===== src/rtl/xfer_pkg.sv =====
package xfer_pkg;

  localparam int INSN_W = 16;
  localparam int IMM_W  = 6;

  // destination codes
  localparam logic [3:0] DST_AOP   = 4'd0;
  localparam logic [3:0] DST_A     = 4'd1;
  localparam logic [3:0] DST_B     = 4'd2;
  localparam logic [3:0] DST_ADDR  = 4'd3;
  localparam logic [3:0] DST_WRITE = 4'd4;
  localparam logic [3:0] DST_NPC   = 4'd5;
  localparam logic [3:0] DST_HALT  = 4'd15;

  // source codes
  localparam logic [3:0] SRC_READ  = 4'd0;
  localparam logic [3:0] SRC_AOUT  = 4'd1;
  localparam logic [3:0] SRC_PC    = 4'd2;

  // ALU function codes
  localparam logic [1:0] OP_ADD = 2'd0;
  localparam logic [1:0] OP_SUB = 2'd1;
  localparam logic [1:0] OP_SEQ = 2'd2;

  typedef enum logic [1:0] {
    PH_FETCH = 2'd0,
    PH_LOAD  = 2'd1,
    PH_EXEC  = 2'd2,
    PH_STOP  = 2'd3
  } phase_t;

  typedef struct packed {
    logic latchIr;   // capture instruction word from memory
    logic execute;   // perform the move this cycle
    logic dataPort;  // memory address comes from the data address register
  } strobe_t;

endpackage


===== src/rtl/xfer_alu.sv =====
module xfer_alu
  import xfer_pkg::*;
#(
  parameter int DW = 16
) (
  input  logic [1:0]    opSel,
  input  logic [DW-1:0] opA,
  input  logic [DW-1:0] opB,
  output logic [DW-1:0] result
);

  always_comb begin
    unique case (opSel)
      OP_ADD:  result = opA + opB;
      OP_SUB:  result = opA - opB;
      OP_SEQ:  result = DW'(opA == opB);
      default: result = '0;
    endcase
  end

endmodule


===== src/rtl/xfer_ctrl.sv =====
module xfer_ctrl
  import xfer_pkg::*;
(
  input  logic    clk,
  input  logic    rstN,
  input  logic    haltReq,
  output strobe_t stb,
  output logic    halted
);

  phase_t phase;

  always_ff @(posedge clk) begin
    if (!rstN) begin
      phase <= PH_FETCH;
    end else begin
      unique case (phase)
        PH_FETCH: phase <= PH_LOAD;
        PH_LOAD:  phase <= PH_EXEC;
        PH_EXEC:  phase <= haltReq ? PH_STOP : PH_FETCH;
        default:  phase <= PH_STOP;
      endcase
    end
  end

  always_comb begin
    stb.latchIr  = (phase == PH_LOAD);
    stb.execute  = (phase == PH_EXEC);
    stb.dataPort = (phase == PH_LOAD) || (phase == PH_EXEC);
    halted       = (phase == PH_STOP);
  end

  AST_FETCH_THEN_LOAD: assert property (@(posedge clk) disable iff (!rstN)
    phase == PH_FETCH |=> phase == PH_LOAD);
  AST_LOAD_THEN_EXEC: assert property (@(posedge clk) disable iff (!rstN)
    phase == PH_LOAD |=> phase == PH_EXEC);
  AST_STOP_STICKY: assert property (@(posedge clk) disable iff (!rstN)
    halted |=> halted && !stb.execute && !stb.latchIr);

endmodule


===== src/rtl/xfer_dpath.sv =====
module xfer_dpath
  import xfer_pkg::*;
#(
  parameter int DW = 16,
  parameter int AW = 8
) (
  input  logic          clk,
  input  logic          rstN,
  input  strobe_t       stb,
  input  logic [DW-1:0] memRdData,
  output logic [AW-1:0] memAddr,
  output logic          memWrEn,
  output logic [DW-1:0] memWrData,
  output logic          haltReq
);

  localparam int PAD_W = DW - AW;
  localparam int EXT_W = DW - IMM_W;

  logic [3:0]       irDst;
  logic [3:0]       irSrc;
  logic             irUseImm;
  logic [IMM_W-1:0] irImm;

  logic [AW-1:0] pc;
  logic [AW-1:0] addrReg;
  logic [1:0]    aop;
  logic [DW-1:0] aReg;
  logic [DW-1:0] bReg;
  logic [DW-1:0] aout;
  logic [DW-1:0] srcVal;
  logic [DW-1:0] immExt;
  logic [DW-1:0] moveVal;

  xfer_alu #(.DW(DW)) u_alu (
    .opSel (aop),
    .opA   (aReg),
    .opB   (bReg),
    .result(aout)
  );

  always_comb begin
    unique case (irSrc)
      SRC_READ: srcVal = memRdData;
      SRC_AOUT: srcVal = aout;
      SRC_PC:   srcVal = {{PAD_W{1'b0}}, pc};
      default:  srcVal = '0;
    endcase
    immExt  = {{EXT_W{irImm[IMM_W-1]}}, irImm};
    moveVal = irUseImm ? immExt : srcVal;
  end

  always_ff @(posedge clk) begin
    if (!rstN) begin
      irDst    <= '0;
      irSrc    <= '0;
      irUseImm <= 1'b0;
      irImm    <= '0;
      pc       <= '0;
      addrReg  <= '0;
      aop      <= OP_ADD;
      aReg     <= '0;
      bReg     <= '0;
    end else begin
      if (stb.latchIr) begin
        irDst    <= memRdData[15:12];
        irSrc    <= memRdData[11:8];
        irUseImm <= memRdData[6];
        irImm    <= memRdData[IMM_W-1:0];
      end
      if (stb.execute) begin
        unique case (irDst)
          DST_AOP:  aop     <= moveVal[1:0];
          DST_A:    aReg    <= moveVal;
          DST_B:    bReg    <= moveVal;
          DST_ADDR: addrReg <= moveVal[AW-1:0];
          default:  ;
        endcase
        if (irDst == DST_NPC) begin
          pc <= moveVal[AW-1:0];
        end else if (irDst != DST_HALT) begin
          pc <= pc + AW'(1);
        end
      end
    end
  end

  always_comb begin
    memAddr   = stb.dataPort ? addrReg : pc;
    memWrEn   = stb.execute && (irDst == DST_WRITE);
    memWrData = moveVal;
    haltReq   = (irDst == DST_HALT);
  end

  AST_PC_STEP: assert property (@(posedge clk) disable iff (!rstN)
    stb.execute && irDst != DST_NPC && irDst != DST_HALT
      |=> pc == AW'($past(pc) + AW'(1)));
  AST_JUMP_TARGET: assert property (@(posedge clk) disable iff (!rstN)
    stb.execute && irDst == DST_NPC |=> pc == $past(moveVal[AW-1:0]));
  AST_STORE_AT_ADDR: assert property (@(posedge clk) disable iff (!rstN)
    memWrEn |-> memAddr == addrReg && stb.execute);
  AST_SEQ_IS_BOOL: assert property (@(posedge clk) disable iff (!rstN)
    aop == OP_SEQ |-> aout <= DW'(1));
  AST_IDLE_DEST_KEEPS: assert property (@(posedge clk) disable iff (!rstN)
    stb.execute && irDst > DST_NPC && irDst != DST_HALT
      |=> $stable(aReg) && $stable(bReg) && $stable(addrReg) && $stable(aop));

endmodule


===== src/rtl/xfer_core.sv =====
module xfer_core
  import xfer_pkg::*;
#(
  parameter int DW = 16,
  parameter int AW = 8
) (
  input  logic          clk,
  input  logic          rstN,
  output logic [AW-1:0] memAddr,
  output logic          memWrEn,
  output logic [DW-1:0] memWrData,
  input  logic [DW-1:0] memRdData,
  output logic          halted
);

  strobe_t stb;
  logic    haltReq;

  xfer_ctrl u_ctrl (
    .clk    (clk),
    .rstN   (rstN),
    .haltReq(haltReq),
    .stb    (stb),
    .halted (halted)
  );

  xfer_dpath #(.DW(DW), .AW(AW)) u_dpath (
    .clk      (clk),
    .rstN     (rstN),
    .stb      (stb),
    .memRdData(memRdData),
    .memAddr  (memAddr),
    .memWrEn  (memWrEn),
    .memWrData(memWrData),
    .haltReq  (haltReq)
  );

  AST_RESET_QUIET: assert property (@(posedge clk)
    !rstN |=> !memWrEn);

endmodule


===== config.mk =====
export PLATFORM = sky130hd
export DESIGN_NAME = xfer_core
export DESIGN_NICKNAME = d
export VERILOG_FILES = /design/src/rtl/xfer_pkg.sv /design/src/rtl/xfer_alu.sv /design/src/rtl/xfer_ctrl.sv /design/src/rtl/xfer_dpath.sv /design/src/rtl/xfer_core.sv
export SDC_FILE = /design/constraint.sdc
export NUM_CORES = 1
export LEC_CHECK = 0
export BUFFER_PORTS_ARGS = -buffer_cell sky130_fd_sc_hd__buf_2
export CORE_MARGIN = 5
export CORE_UTILIZATION = 56
export DETAILED_ROUTE_END_ITERATION = 6
export PLACE_DENSITY = 0.74
export SETUP_SLACK_MARGIN = 0.4
export SYNTH_ARGS = -nofsm -noshare
export SYNTH_HDL_FRONTEND = slang
export SYNTH_SLANG_ARGS = --single-unit

===== constraint.sdc =====
create_clock -name clk -period 3.4 [get_ports clk]
set_input_delay 0.17 -clock clk [delete_from_list [all_inputs] [get_ports clk]]
set_output_delay 0.17 -clock clk [all_outputs]
set_load 0.01 [all_outputs]

==> results.sh, run 1 <==
export IMPL_status="finished, final reports clean"
export IMPL_netlist_area_um2=4890
export IMPL_dieArea_um2=10700
export IMPL_fin_area_um2=5830
export IMPL_setup_tns_ns=0
export IMPL_fmax_mhz=314
export IMPL_clkLatencyLatePin_ns=0.35
export IMPL_clockBufferDepth=2
export IMPL_yosys_area_top_type="dfxtp_1"
export IMPL_boundaryPins=44
export IMPL_drive_above_1_share_pct=24.3
export IMPL_die_x_um=103
export IMPL_synth_avg_cell_area_um2=7.77
export IMPL_synthTopCellsByArea="dfxtp_1 (27%), ha_1 (9.2%), a21oi_1 (5.6%)"
export IMPL_cp_max_fo=4
export IMPL_hold_viol=0
export IMPL_synth_nets=686
export IMPL_critPathRequiredTime_ns=3.23
export IMPL_drc_errors=0
export IMPL_grt_max_degree=46
export IMPL_fillCellCount=754
export IMPL_post_dp_cell_area_um2=5170
export IMPL_async_reset_ff_share_pct=0
export IMPL_grt_antenna_before_repair=0
export IMPL_syn_inst=630
export IMPL_multi_input_area_um2=3580
export IMPL_nets=725
export IMPL_ys_flop_type="dfxtp_1"
export IMPL_routed_via_density=6.52
export IMPL_powerDensity_nw_per_um2=349
export IMPL_cts_sinks=67
export IMPL_synthTopCellsByCount="nor2_1 (68), dfxtp_1 (67), a21oi_1 (55), o21ai_0 (47), inv_1 (46)"
export IMPL_synth_seq_area_share_pct=27.4
export IMPL_track_usage_pct=30.9
export IMPL_num_vias=5096
export IMPL_hold_path_class="in2reg"
export IMPL_grt_pass1_wl_um=25600
export IMPL_synth_edf_count=0
export IMPL_irDropWorstVdd_uv=225
export IMPL_finClkSkew_ns=0.00900
export IMPL_crit_arrival_ns=3.01
export IMPL_ys_seq_elements=67
export IMPL_cts_buffers=9
export IMPL_start_kind="register"
export IMPL_crit_type="reg2out"
export IMPL_grt_pass1_vias=4734
export IMPL_gr_total_overflow=0
export IMPL_setup_viol=0
export IMPL_port_buffers=43
export IMPL_period_share_pct=93.7
export IMPL_worst_pin_slew_ns=0.965
export IMPL_initial_core_util_pct=56.7
export IMPL_p_leak_nw=2.42
export IMPL_cts_htree_levels=3
export IMPL_cts_tree="built"
export IMPL_core_um2=8640
export IMPL_max_slew_margin_pct=35.4
export IMPL_syn_to_final_growth_pct=19.2
export IMPL_regArea_um2=1350
export IMPL_num_antenna_cells=0
export IMPL_synth_top_area_share_pct=27.4
export IMPL_cts_hold_fix_buffers=0
export IMPL_rows=34
export IMPL_post_drt_wl_per_cell_um=20.8
export IMPL_end_kind="primary output"
export IMPL_routed_wl_um=16200
export IMPL_gp_congestion=1.01
export IMPL_hpwl_um=11600
export IMPL_yosysWarningCount=0
export IMPL_clkTransAtPathRegs_ns=0.08
export IMPL_finalMaxSlewViolations=0
export IMPL_drt_iter0_markers=412
export IMPL_cts_root_buf="clkbuf_8"
export IMPL_final_util_pct=67.5
export IMPL_grt_setup_unrepaired="yes"
export IMPL_fp_dieH_um=103
export IMPL_min_period_ns=3.18
export IMPL_synth_most_common_cell="nor2_1"
export IMPL_drt_pass1_iter_count=4
export IMPL_ant_nets=0
export IMPL_cap_violations=0
export IMPL_synth_cell_types=69
-- logic make-up after synthesis --
group	Yosys count	synth area share [%]
compound gates	199	26.6
xor+xnor	9	1.61
fa+ha+maj	38	10.0
buf+inv	89	7.16
flops	67	27.4
mux	37	7.85
simple gates	191	19.4
-- cells in the final DEF, fill, tap and decap left out, types with 10 or more instances in the layout --
cell type,n
nand2_1,33
nand4_1,11
dfxtp_1,63
nand3_1,13
nor2_1,68
a211oi_1,18
buf_2,43
mux2i_1,25
inv_1,45
and3_1,10
o21ai_0,42
buf_4,27
mux2_2,11
ha_1,24
a21oi_1,48
-- registers in the layout (all words and copies together), names as in the netlist --
register,count
u_dpath.pc,8
u_dpath.irUseImm,1
u_dpath.irSrc,4
u_dpath.addrReg,8
u_dpath.irImm,6
u_ctrl.phase,2
u_dpath.bReg,16
u_dpath.aReg,16
u_dpath.aop,2
u_dpath.irDst,4
-- cell type report --
| cell class | count | area share (%) |
|---|---|---|
| well taps | 108 | 2.32 |
| inverters | 47 | 3.02 |
| multi-input cells | 474 | 61.4 |
| repair buffers | 70 | 7.16 |
| clock inverters | 7 | 0.879 |
| flip-flops and latches | 67 | 23.1 |
| clock buffers | 9 | 2.12 |
-- where the power goes --
| group | switching [mW] | leakage (nW) | internal, mW |
|---|---|---|---|
| Sequential | 0.0320 | 0.545 | 0.811 |
| Combinational | 0.346 | 1.79 | 0.228 |
| Clock | 0.352 | 0.0860 | 0.268 |
| Total | 0.729 | 2.42 | 1.31 |
-- layer usage --
metal / part of all wire (%) / GRT usage [%] / wire length, um
met1: 43 / 42.7 / 7050
met2: 47 / 49.3 / 7710
met5: 0 / 0 / 0
met3: 6.7 / 5.30 / 1090
met4: 2.5 / 9.36 / 399
-- worst paths after layout --
path / startpoint / end / slack (ns) / depth (start not counted)
max: u_dpath.bReg[0]$_SDFFE_PN0P_ / memWrData[10] / 0.22 / 12
min: memRdData[3] / u_dpath.irImm[3]$_SDFFE_PN0N_ / 0.07 / 3
max reg2reg: u_dpath.bReg[0]$_SDFFE_PN0P_ / u_dpath.aReg[14]$_SDFFE_PN0P_ / 0.57 / 12
min reg2reg: u_dpath.addrReg[2]$_SDFFE_PN0P_ / u_dpath.addrReg[2]$_SDFFE_PN0P_ / 0.49 / 2
-- timing repair --
| item | CTS | global route |
|---|---|---|
| gates resized for setup | 44 | 36 |
| cloned | 0 | 0 |
| pin swaps | 8 | 16 |
| setup buffers | 6 | 9 |
| endpoints found under the hold margin | 0 | 0 |
| endpoints found under the setup margin | 11 | 14 |
-- through the flow --
stage | setup slack [ns] | instances | total power, mW | hold WS (ns)
after floorplan | 0.699 | 630 | 1.18 | 0.317
after global placement | 0.402 | 751 | 1.34 | 0.424
after detailed placement | 0.366 | 751 | 1.35 | 0.432
after CTS | 0.247 | 773 | 1.98 | 0.0666
after global routing | 0.0887 | 782 | 2.13 | 0.0887
final | 0.216 | 782 | 2.04 | 0.0659
-- worst max-delay path, stage by stage, from the launching register on --
cell and delay (ns):
dfxtp_2 0.36, ha_4 0.14, inv_2 0.03, fa_2 0.34
o21ba_4 0.23, or4_4 0.46, buf_4 0.17, a311oi_2 0.22
a21oi_1 0.08, xnor2_1 0.15, a221oi_2 0.28, inv_1 0.06
buf_2 0.14
Power figures use the tool's default switching activity.
==> run 2: changes to the inputs <==
--- a/config.mk
+++ b/config.mk
@@ -9,7 +9,7 @@
 export CORE_MARGIN = 5
 export CORE_UTILIZATION = 56
 export DETAILED_ROUTE_END_ITERATION = 6
-export PLACE_DENSITY = 0.74
+export PLACE_DENSITY = 0.76
 export SETUP_SLACK_MARGIN = 0.4
 export SYNTH_ARGS = -nofsm -noshare
 export SYNTH_HDL_FRONTEND = slang
==> results.sh, run 2 (synthesized netlist as in run 1, its figures left out) <==
export IMPL_drt_pass1_iter_count=5
export IMPL_met1_usage_pct=40.1
export IMPL_hold_path_class="in2reg"
export IMPL_critPathRequiredTime_ns=3.23
export IMPL_grt_pass1_vias=4655
export IMPL_clkTransAtPathRegs_ns=0.08
export IMPL_gp_congestion=0.976
export IMPL_track_usage_pct=30.2
export IMPL_fin_area_um2=5850
export IMPL_crit_type="reg2out"
export IMPL_gr_total_overflow=0
export IMPL_cp_depth=13
export IMPL_fmax_mhz=311
export IMPL_r2r_end="u_dpath.bReg[8]$_SDFFE_PN0P_"
export IMPL_grt_pass1_wl_um=24800
export IMPL_fp_dieH_um=103
export IMPL_dp_slack_ns=0.395
export IMPL_status="finished, final reports clean"
export IMPL_crit_top_cell="buf_6"
export IMPL_grt_busiest_layer="met2"
export IMPL_start_kind="register"
export IMPL_initial_core_util_pct=56.7
export IMPL_worst_pin_slew_ns=0.999
export IMPL_cts_sinks=67
export IMPL_nets=722
export IMPL_setup_tns_ns=0
export IMPL_rows=34
export IMPL_cts_root_buf="clkbuf_8"
export IMPL_hold_viol=0
export IMPL_cts_htree_levels=3
export IMPL_dieArea_um2=10700
export IMPL_crit_chain="ha_4 -> inv_2 -> fa_2 -> o21ba_4 -> or4_4 -> buf_6 -> buf_6 -> a21oi_2 -> o311ai_2 -> and4_4 -> nor3_4 -> inv_1 -> buf_6"
export IMPL_max_stage_delay_ns=0.46
export IMPL_path_buf_inv=5
export IMPL_max_slew_margin_pct=33.4
export IMPL_period_share_pct=94.6
export IMPL_clkLatencyLatePin_ns=0.36
export IMPL_drive_above_1_share_pct=24.0
export IMPL_irDropWorstVdd_uv=252
export IMPL_syn_to_final_growth_pct=19.4
export IMPL_crit_start="u_dpath.bReg[0]$_SDFFE_PN0P_"
export IMPL_worst_r2r_path_depth=13
export IMPL_end_kind="primary output"
export IMPL_min_period_ns=3.22
export IMPL_num_vias=5028
export IMPL_boundaryPins=44
export IMPL_core_um2=8640
export IMPL_setup_slack_ns=0.182
export IMPL_hold_ws_ns=0.0732
export IMPL_cap_violations=0
export IMPL_gr_usage_met2_pct=48.0
export IMPL_num_antenna_cells=0
export IMPL_post_dp_cell_area_um2=5150
export IMPL_reg_top3="u_dpath.aReg: 16 flops, u_dpath.bReg: 16 flops"
export IMPL_crit_arrival_ns=3.05
export IMPL_final_cell_mix="nor2_1 (67), dfxtp_1 (63), a21oi_1 (47)"
export IMPL_grt_max_degree=46
export IMPL_final_common_cell="nor2_1"
export IMPL_critical_path_top_delay_family="simple AND/OR/NAND/NOR gates"
export IMPL_r2r_start="u_dpath.bReg[0]$_SDFFE_PN0P_"
export IMPL_die_x_um=103
export IMPL_routed_wl_um=16100
export IMPL_grt_met3_usage_pct=6.04
export IMPL_setup_viol=0
export IMPL_finalMaxSlewViolations=0
export IMPL_grt_antenna_before_repair=0
export IMPL_critPathSlowestCell="or4_4"
export IMPL_drt_iter0_markers=460
export IMPL_post_drt_wl_per_cell_um=20.6
export IMPL_routed_via_density=6.45
export IMPL_endpoint="memWrData[8]"
export IMPL_cp_max_fo=4
export IMPL_final_util_pct=67.7
export IMPL_finClkSkew_ns=0.00977
export IMPL_drc_errors=0
export IMPL_cts_tree="built"
export IMPL_hpwl_um=11200
export IMPL_port_buffers=43
export IMPL_cts_buffers=9
export IMPL_clockBufferDepth=2
export IMPL_fillCellCount=739
export IMPL_hold_depth=3
export IMPL_powerDensity_nw_per_um2=373
export IMPL_rrSetupSlack_ns=0.60
export IMPL_ant_nets=0
export IMPL_p_leak_nw=2.42
export IMPL_grt_setup_unrepaired="yes"
[run 2: changes by cell type in the layout (fill, tap and decap cells not counted), sizes merged]
cell      before  now
buf           70   67
clkbuf         9   12
bufinv         0    2
clkinvlp       2    0
inv           49   47
clkinv         3    2
[run 2: area by class of cell]
cell class | instances | area (um2) | share of cell area, %
Timing Repair Buffer | 67 | 409 | 7.00
Tap cell | 108 | 135 | 2.31
Clock buffer | 12 | 145 | 2.48
Sequential cell | 67 | 1350 | 23.1
Clock inverter | 4 | 73.8 | 1.26
Multi-Input combinational cell | 474 | 3560 | 60.9
Inverter | 47 | 176 | 3.02
[run 2: how the worst min path moves through the flow]
stage / start / endpoint / slack [ns]
after floorplan: memRdData[2] / u_dpath.irImm[2]$_SDFFE_PN0N_ / 0.32
after global placement: memRdData[0] / u_dpath.irImm[0]$_SDFFE_PN0N_ / 0.42
after detailed placement: memRdData[8] / u_dpath.irSrc[0]$_SDFFE_PN0N_ / 0.44
after CTS: memRdData[4] / u_dpath.irImm[4]$_SDFFE_PN0N_ / 0.08
after global routing: memRdData[0] / u_dpath.irImm[0]$_SDFFE_PN0N_ / 0.08
final: memRdData[4] / u_dpath.irImm[4]$_SDFFE_PN0N_ / 0.07
[run 2: through the flow]
stage          power [mW]  cells
6_report             2.18    779
5_1_grt              2.27    779
4_1_cts              2.13    773
3_5_place_dp         1.35    749
3_3_place_gp         1.34    749
2_1_floorplan        1.18    630
[run 2: report_power, final]
group,switching [mW],leakage (nW),internal [mW],total (mW)
combinational,0.347,1.76,0.226,0.573
clock,0.330,0.111,0.434,0.764
sequential,0.0306,0.545,0.811,0.842
[run 2: worst reg2reg max path: stages, from the launching register on]
cell,delay [ns]
dfxtp_2,0.36
ha_4,0.14
inv_2,0.04
fa_2,0.34
o21ba_4,0.21
or4_4,0.46
buf_6,0.15
buf_6,0.10
a21oi_2,0.13
o311ai_2,0.14
and4_4,0.26
nor3_4,0.16
buf_4,0.15
a21oi_1,0.05
[run 2: what timing repair did]
item | CTS | global route
pin swaps | 17 | 20
endpoints found under the hold margin | 0 | 0
setup endpoints to repair | 11 | 16
resized for setup | 39 | 45
setup buffers | 8 | 6
hold buffers | 0 | 0
[run 2: per-layer routing]
layer,vias to the layer above,part of all wire [%]
met5,-,0
met2,245,46
met3,43,7.5
met4,0,3.3
li1,2357,-
met1,2383,43
